[src/rtl/tt_np_pkg.sv]
package tt_np_pkg;

   typedef enum logic [1:0] {
      LEG_MID  = 2'b00,
      LEG_HIGH = 2'b01,
      LEG_BAD  = 2'b10,
      LEG_LOW  = 2'b11
   } leg_code_e;

   // switch pattern, bit 0 = switch 1 ... bit 3 = switch 4
   function automatic logic [3:0] leg_gates(input leg_code_e code);
      logic [3:0] pat;
      case (code)
         LEG_HIGH: pat = 4'b0011;
         LEG_LOW:  pat = 4'b1100;
         default:  pat = 4'b0110;
      endcase
      return pat;
   endfunction

   // leg is tied to the midpoint (the unused code falls back to midpoint)
   function automatic logic leg_on_mid(input leg_code_e code);
      return (code != LEG_HIGH) && (code != LEG_LOW);
   endfunction

endpackage

[src/rtl/tt_np_leg.sv]
module tt_np_leg
   import tt_np_pkg::*;
#(
   parameter int CUR_W = 16
) (
   input  logic [1:0]              code,
   input  logic signed [CUR_W-1:0] i_in,
   output logic [3:0]              pattern,
   output logic signed [CUR_W-1:0] i_mid
);
   leg_code_e code_e;

   assign code_e  = leg_code_e'(code);
   assign pattern = leg_gates(code_e);
   assign i_mid   = leg_on_mid(code_e) ? i_in : '0;

endmodule

[src/rtl/tt_np_sum.sv]
module tt_np_sum #(
   parameter int NUM_LEGS = 3,
   parameter int CUR_W    = 16,
   parameter int SUM_W    = 18
) (
   input  logic [NUM_LEGS*CUR_W-1:0] i_flat,
   output logic signed [SUM_W-1:0]   sum
);
   always_comb begin
      sum = '0;
      for (int k = 0; k < NUM_LEGS; k++) begin
         sum = sum + SUM_W'($signed(i_flat[k*CUR_W +: CUR_W]));
      end
   end

endmodule

[src/rtl/tt_np_scale.sv]
module tt_np_scale #(
   parameter int SUM_W  = 18,
   parameter int K_W    = 16,
   parameter int K_FRAC = 12,
   parameter int VNP_W  = 16
) (
   input  logic signed [SUM_W-1:0] sum,
   input  logic [K_W-1:0]          gain,
   input  logic signed [VNP_W-1:0] v_now,
   output logic signed [VNP_W-1:0] v_next
);
   localparam int PROD_W = SUM_W + K_W + 1;
   localparam int WIDE_W = PROD_W + 1;
   localparam int DIFF_W = WIDE_W + 1;

   logic signed [PROD_W-1:0] sum_x;
   logic signed [PROD_W-1:0] gain_x;
   logic signed [PROD_W-1:0] prod;
   logic signed [WIDE_W-1:0] prod_w;
   logic signed [WIDE_W-1:0] rnd;
   logic signed [WIDE_W-1:0] delta;
   logic signed [DIFF_W-1:0] diff;
   logic                     ovf_hi;
   logic                     ovf_lo;

   assign sum_x  = {{(PROD_W-SUM_W){sum[SUM_W-1]}}, sum};
   assign gain_x = {{(PROD_W-K_W){1'b0}}, gain};
   assign prod   = sum_x * gain_x;
   assign prod_w = {prod[PROD_W-1], prod};

   generate
      if (K_FRAC > 0) begin : g_round
         localparam logic signed [WIDE_W-1:0] HALF = WIDE_W'(1) <<< (K_FRAC - 1);
         assign rnd   = prod_w + HALF;
         assign delta = rnd >>> K_FRAC;
      end else begin : g_integer
         assign rnd   = prod_w;
         assign delta = rnd;
      end
   endgenerate

   assign diff = {{(DIFF_W-VNP_W){v_now[VNP_W-1]}}, v_now}
               - {delta[WIDE_W-1], delta};

   assign ovf_hi = !diff[DIFF_W-1] &&  (|diff[DIFF_W-2:VNP_W-1]);
   assign ovf_lo =  diff[DIFF_W-1] && !(&diff[DIFF_W-2:VNP_W-1]);

   always_comb begin
      if (ovf_hi)      v_next = {1'b0, {(VNP_W-1){1'b1}}};
      else if (ovf_lo) v_next = {1'b1, {(VNP_W-1){1'b0}}};
      else             v_next = diff[VNP_W-1:0];
   end

endmodule

[src/rtl/tt_np_predictor.sv]
module tt_np_predictor #(
   parameter int NUM_LEGS = 3,
   parameter int CUR_W    = 16,
   parameter int VNP_W    = 16,
   parameter int K_W      = 16,
   parameter int K_FRAC   = 12
) (
   input  logic                      clk,
   input  logic                      rst_n,
   input  logic                      enable,
   input  logic                      sample_stb,
   input  logic [2*NUM_LEGS-1:0]     leg_code,
   input  logic [NUM_LEGS*CUR_W-1:0] i_filt,
   input  logic [VNP_W-1:0]          v_np,
   input  logic [K_W-1:0]            cfg_gain,
   input  logic                      cfg_load,
   output logic [VNP_W-1:0]          v_np_next,
   output logic [4*NUM_LEGS-1:0]     gate,
   output logic                      out_valid
);
   localparam int GATE_W = 4 * NUM_LEGS;
   localparam int SUM_W  = CUR_W + ((NUM_LEGS > 1) ? $clog2(NUM_LEGS) : 0);

   generate
      if (NUM_LEGS < 1) begin : g_bad_legs
         $error("NUM_LEGS must be at least 1");
      end
      if (CUR_W < 2) begin : g_bad_cur
         $error("CUR_W must be at least 2");
      end
      if (VNP_W < 2) begin : g_bad_vnp
         $error("VNP_W must be at least 2");
      end
      if (K_W < 1 || K_FRAC < 0 || K_FRAC > K_W) begin : g_bad_gain
         $error("gain format out of range");
      end
      if (VNP_W > SUM_W + K_W + 2) begin : g_bad_span
         $error("VNP_W too wide for the product path");
      end
   endgenerate

   logic [GATE_W-1:0]         gate_new;
   logic [NUM_LEGS*CUR_W-1:0] i_mid_flat;
   logic signed [SUM_W-1:0]   mid_sum;
   logic signed [VNP_W-1:0]   v_pred;

   logic [K_W-1:0]            gain_q;
   logic [VNP_W-1:0]          v_q;
   logic [GATE_W-1:0]         gate_q;
   logic                      valid_q;

   generate
      for (genvar g = 0; g < NUM_LEGS; g++) begin : g_leg
         logic signed [CUR_W-1:0] i_leg_mid;
         tt_np_leg #(.CUR_W(CUR_W)) u_leg (
            .code    (leg_code[2*g +: 2]),
            .i_in    ($signed(i_filt[g*CUR_W +: CUR_W])),
            .pattern (gate_new[4*g +: 4]),
            .i_mid   (i_leg_mid)
         );
         assign i_mid_flat[g*CUR_W +: CUR_W] = i_leg_mid;
      end
   endgenerate

   tt_np_sum #(
      .NUM_LEGS (NUM_LEGS),
      .CUR_W    (CUR_W),
      .SUM_W    (SUM_W)
   ) u_sum (
      .i_flat (i_mid_flat),
      .sum    (mid_sum)
   );

   tt_np_scale #(
      .SUM_W  (SUM_W),
      .K_W    (K_W),
      .K_FRAC (K_FRAC),
      .VNP_W  (VNP_W)
   ) u_scale (
      .sum    (mid_sum),
      .gain   (gain_q),
      .v_now  ($signed(v_np)),
      .v_next (v_pred)
   );

   always_ff @(posedge clk or negedge rst_n) begin
      if (!rst_n) begin
         gain_q  <= '0;
         v_q     <= '0;
         gate_q  <= '0;
         valid_q <= 1'b0;
      end else begin
         if (cfg_load) gain_q <= cfg_gain;
         valid_q <= sample_stb;
         if (sample_stb) v_q <= v_pred;
         if (!enable)         gate_q <= '0;
         else if (sample_stb) gate_q <= gate_new;
      end
   end

   assign v_np_next = v_q;
   assign gate      = enable ? gate_q : '0;
   assign out_valid = valid_q;

endmodule

[config.mk]
export PLATFORM = sky130hd
export DESIGN_NAME = tt_np_predictor
export DESIGN_NICKNAME = d
export VERILOG_FILES = /design/src/rtl/tt_np_pkg.sv /design/src/rtl/tt_np_leg.sv /design/src/rtl/tt_np_sum.sv /design/src/rtl/tt_np_scale.sv /design/src/rtl/tt_np_predictor.sv
export SDC_FILE = /design/constraint.sdc
export NUM_CORES = 1
export LEC_CHECK = 0
export BUFFER_PORTS_ARGS = -buffer_cell sky130_fd_sc_hd__buf_2
export CORE_MARGIN = 2
export CORE_UTILIZATION = 65
export CTS_CLUSTER_DIAMETER = 100
export DETAILED_ROUTE_END_ITERATION = 8
export PLACE_DENSITY = 0.85
export SYNTH_ARGS = -nofsm -noshare
export SYNTH_HDL_FRONTEND = slang
export SYNTH_HIERARCHICAL = 1
export SYNTH_SLANG_ARGS = --single-unit
[constraint.sdc]
create_clock -name clk -period 18.23 [get_ports clk]
set_input_delay 3.646 -clock clk [delete_from_list [all_inputs] [get_ports clk]]
set_output_delay 3.646 -clock clk [all_outputs]
set_load 0.005 [all_outputs]
==> flow_summary.ini, run 1 <==
[synthesis]
synth_edf_count = 0
synth_area_leaders = fa_1 40%, ha_1 11%, inv_1 9.1%
synthTopCellsByCount = 384 x inv_1, 314 x fa_1, 194 x and2_1, 141 x ha_1, 140 x nand2_1
synth_ff_type = dfrtp_1
synth_seq_cells = 45
synth_most_common_cell = inv_1
avgSynthCellArea_um2 = 9.29
ys_seq_area_share_pct = 7.14
netlist-cell-type-count = 66
yosys.area.top_type = fa_1
syn_inst = 1697
yosys_warnings = 6
ys_async_sr_fraction_pct = 100
yosysTopAreaCellShare_pct = 39.9
synth_nets = 2243
netlist_area_um2 = 15800

[flow_run]
drv_cap = 0

[clock_network]
clkSlewWorstSetupHoldPaths_ps = 70
clkSinkCount = 45
cts_resized = 0
postCtsSetupBuffers = 0
cts_hold_buf = 0
numCtsBuffers = 5
cts_max_level = 2
cts_tree = done
cts_root_buf = clkbuf_16
clk_latency_ps = 300
max-clock-path-buffers = 2

[worst_setup_path]
ff2ff_path_depth = 34
startpoint_type = input port
path_common_cell = fa_1
critPathLaunch = leg_code[2]
max_stage_delay_ps = 810
worst_path_max_delay_cell = fa_1
critPathMaxFanout = 20
arrival_ps = 15130
reg2reg_from = gain_q[5]
critical_path_class = input port to register
end_kind = register
required_ps = 18410
rrSetupSlack_ps = 8740
r2r-end = v_np_next[14]

[detailed_routing]
drt-total-wl_um = 35000
antenna_left = 0
drc = 0
wl_per_cell_um = 16.6
vias = 11621
avgViaCountPerCell = 5.52
first_pass_iters = 5
drt_iter0_drc = 558

[grt]
grt_pass1_vias = 12963
grt_usage_pct = 29.2
grt_max_degree = 46
grtUsageMet3_pct = 3.69
grt.busiest_layer = met2
use_met1_pct = 38.1
grt_pass1_wl_um = 61000
met2_usage_pct = 51.2
antenna_found_initial = 4
grt_overflow_total = 0

[final_layout]
fillCellCount = 1839
drive_above_1_share_pct = 10.9
nets = 2324
syn_to_final_growth_pct = 6.28

[floorplanning]
core_area_um2 = 24000
die_h_um = 160
start_util_pct = 65.6
rows = 57
dieArea_um2 = 25500
boundaryPins = 120
dieWidth_um = 160

[timing]
period_needed_ps = 14950
slew_headroom_pct = 27.8
fmax_mhz = 66.9
finalSetupViolations = 0
min_period_over_period_pct = 82.0
hold_viol = 0
drv_slew = 0
tightest_slew_ps = 1080
rsz0062_at_grt = false
timing.setup.tns_ps = 0
fin_skew_ps = 11.7

[place]
dpl.hpwl_um = 29300
gp_congestion = 0.938
io_buffer_count = 119

[hold_path]
hp-class = register to register
hold_path_depth = 1
whs_endpoint = v_np_next[10]
hold_path_startpoint = v_np_next[10]

[run_status]
outcome = finished, final reports clean
==> kinds of logic (layout without fill, tap and decap cells) <==
family	count (synthesis)	in the layout	share of synthesized area, %
DFF	45	45	7.14
and+or+nand+nor	472	472	16.3
xor gates and xnor gates	60	60	3.38
AOI/OAI and AO/OA	176	176	7.54
adders and majority gates	455	455	51.0
buffers and inverters	444	526	11.1
muxes	45	45	3.55
other	0	4	0
==> cell type report <==
cell class,count,area [um^2],area share [%]
diodes,4,10.0,0.0597
repair buffers,134,708,4.23
flip-flops and latches,45,1130,6.72
multi-input cells,1208,12900,76.9
inverters,384,1440,8.60
clock inverters,3,48.8,0.291
clock buffers,5,125,0.746
well taps,324,405,2.42
==> critical path: cells and delay by family <==
kind            cells  cell delay [ps]
simple gates       11             1530
mux                 1              290
fa+ha+maj          11             5470
compound gates     13             3110
xor+xnor            2              260
buf+inv             3              820
==> cell usage in the layout (no fill, tap or decap), drive strengths merged, types with 2 or more instances in the layout <==
cell	Yosys	layout
nand3	10	10
xnor2	37	37
xor2	23	23
o21ai	41	41
o31ai	5	5
nor2b	66	66
mux2	33	33
a21o	28	28
o21bai	7	7
nand2b	9	9
a211oi	5	5
nor2	21	21
diode	0	4
or2	2	2
dfrtp	45	45
a311oi	2	2
nor3	8	8
o22ai	2	2
clkbuf	44	5
and4	2	2
a31oi	7	7
ha	141	141
nand2	141	141
nand4	8	8
and2	194	194
and3	6	6
o21a	7	7
inv	384	385
a31o	3	3
buf	16	134
o211ai	5	5
fa	314	314
mux2i	12	12
a21oi	53	53
a211o	3	3
==> stage by stage <==
stage / cell area (um^2) / utilization (%) / hold WS, ps / cells / worst slack [ps]
after floorplan: 15800 / - / 479 / 1697 / 4320
after global placement: 16600 / 69.0 / 494 / 2095 / 3430
after detailed placement: 16600 / 69.0 / 488 / 2095 / 3110
after CTS: 16800 / 69.7 / 518 / 2103 / 3310
after global routing: 16800 / 69.7 / 532 / 2105 / 2570
final: 16800 / 69.7 / 514 / 2107 / 3280
==> sequential cells by signal, indices dropped and copies added, names as in the netlist <==
name	count
gain_q	16
v_np_next	16
gate_q	12
out_valid	1
==> worst max path at each step <==
stage,to,slack [ps],cells after the start
2_1_floorplan,v_np_next[9],4320,43
3_3_place_gp,v_np_next[9],3430,41
3_5_place_dp,v_np_next[14],3110,41
4_1_cts,v_np_next[14],3310,41
5_1_grt,v_np_next[14],2570,41
6_report,v_np_next[14],3280,41
==> per-layer routing <==
metal	vias to the layer above	wire length (um)	share of wire, %
li1	5290	-	-
met1	5892	14300	41
met2	359	17900	51
met3	80	1860	5.3
met4	0	855	2.4
met5	-	0	0
Power of run 1 is not shown: default switching activity piles up to over one toggle a cycle in this logic, so the estimate is an artifact.
==> run 2, diff against run 1 <==
CORE_UTILIZATION = 64   (was 65)
PLACE_DENSITY = 0.84   (was 0.85)
clock period = 15.5 ns   (was 18.23 ns; I/O delays follow)
==> run 2 against run 1 <==
Clock skew increased by 1.5 ps. Via count increased by 0.44%. Hold slack improved by 4.3 ps. Non-clock buffer count unchanged. Critical endpoint is now v_np_next[12].
==> flow_summary.ini, run 2 (synthesis results as in run 1) <==
[worst_setup_path]
worst_path_max_delay_cell = fa_1
max_stage_delay_ps = 560
rrSetupSlack_ps = 6020
end_kind = register
arrival_ps = 14330
critPathLaunch = leg_code[0]
critical_path_class = input port to register
critPathMaxFanout = 20
reg2reg_from = gain_q[2]
startpoint_type = input port
ff2ff_path_depth = 34
required_ps = 15680

[floorplanning]
start_util_pct = 65.0
dieArea_um2 = 25900
dieWidth_um = 161
rows = 57
core_area_um2 = 24200
die_h_um = 161
boundaryPins = 120

[grt]
antenna_found_initial = 1
grt_overflow_total = 0
grt_usage_pct = 29.5
grt_pass1_wl_um = 62000
grt_max_degree = 46
grt_pass1_vias = 13079

[detailed_routing]
drt-total-wl_um = 35800
drt_iter0_drc = 546
wl_per_cell_um = 17.0
drc = 0
avgViaCountPerCell = 5.55
antenna_left = 0
first_pass_iters = 7
vias = 11672

[clock_network]
max-clock-path-buffers = 2
clkSlewWorstSetupHoldPaths_ps = 70
clk_latency_ps = 290
cts_tree = done
cts_max_level = 2
cts_hold_buf = 0
postCtsSetupBuffers = 0
numCtsBuffers = 5
cts_resized = 0
cts_root_buf = clkbuf_16
clkSinkCount = 45

[timing]
hold_viol = 0
slew_headroom_pct = 28.4
period_needed_ps = 14150
min_period_over_period_pct = 91.3
fmax_mhz = 70.7
fin_skew_ps = 13.2
drv_slew = 0
tightest_slew_ps = 1070
timing.setup.tns_ps = 0
fin_ws_ps = 1350
finalSetupViolations = 0
rsz0062_at_grt = false

[run_status]
outcome = finished, final reports clean

[hold_path]
hold_path_startpoint = v_np_next[3]
hold_path_depth = 1
hp-class = register to register

[final_layout]
nets = 2324
final_common_cell = inv_1
multi_input_area_um2 = 12900
finish.utilization_pct = 69.1
drive_above_1_share_pct = 10.9
seqCellArea_um2 = 1130
layout_common_cells = 384 x inv_1, 314 x fa_1, 194 x and2_1, 141 x ha_1, 140 x nand2_1
finalNonFillerCells = 2104
fillCellCount = 1869
syn_to_final_growth_pct = 6.23

[place]
gp_congestion = 0.928
pre_cts_ws_ps = 1160
dp_cells = 2095
io_buffer_count = 119
dpl.hpwl_um = 29900

[flow_run]
drv_cap = 0
-- run 2: path summary, 6_finish.rpt --
kind,to
max in group asynchronous,gain_q[10]
worst min register to register,v_np_next[3]
min in group asynchronous,gate_q[2]
worst max-delay path,v_np_next[12]
worst max register to register,v_np_next[12]
worst min-delay path,v_np_next[3]
-- run 2: through the flow --
stage	cell area, um^2	hold WS (ps)
after floorplan	15800	479
after global placement	16600	491
after detailed placement	16600	492
after CTS	16800	519
after global routing	16800	532
final	16800	518
-- run 2: cell type report --
type / count / share of cell area [%]
clock inverter: 3 / 0.291
clock buffer: 5 / 0.747
tap: 324 / 2.42
timing repair buffer: 134 / 4.23
multi-input combinational: 1208 / 77.0
inverter: 384 / 8.60
antenna: 1 / 0.0149
sequential: 45 / 6.72
-- run 2: routing by layer --
layer / vias up / share of wire, % / routed length (um) / global-route usage [%]
met5: - / 0 / 0 / 0
met4: 0 / 2.2 / 777 / 8.08
met3: 73 / 4.7 / 1680 / 2.80
met2: 342 / 53 / 18800 / 53.6
met1: 5956 / 40 / 14500 / 37.9
li1: 5301 / - / - / -
-- run 2: worst max-delay path, delay by kind of cell --
family,cells,cell delay (ps)
simple gates,4,620
buf+inv,6,730
fa+ha+maj,11,4930
xor+xnor,3,560
compound gates,20,4080
mux,1,300
Power of run 2 is left out for the same reason.
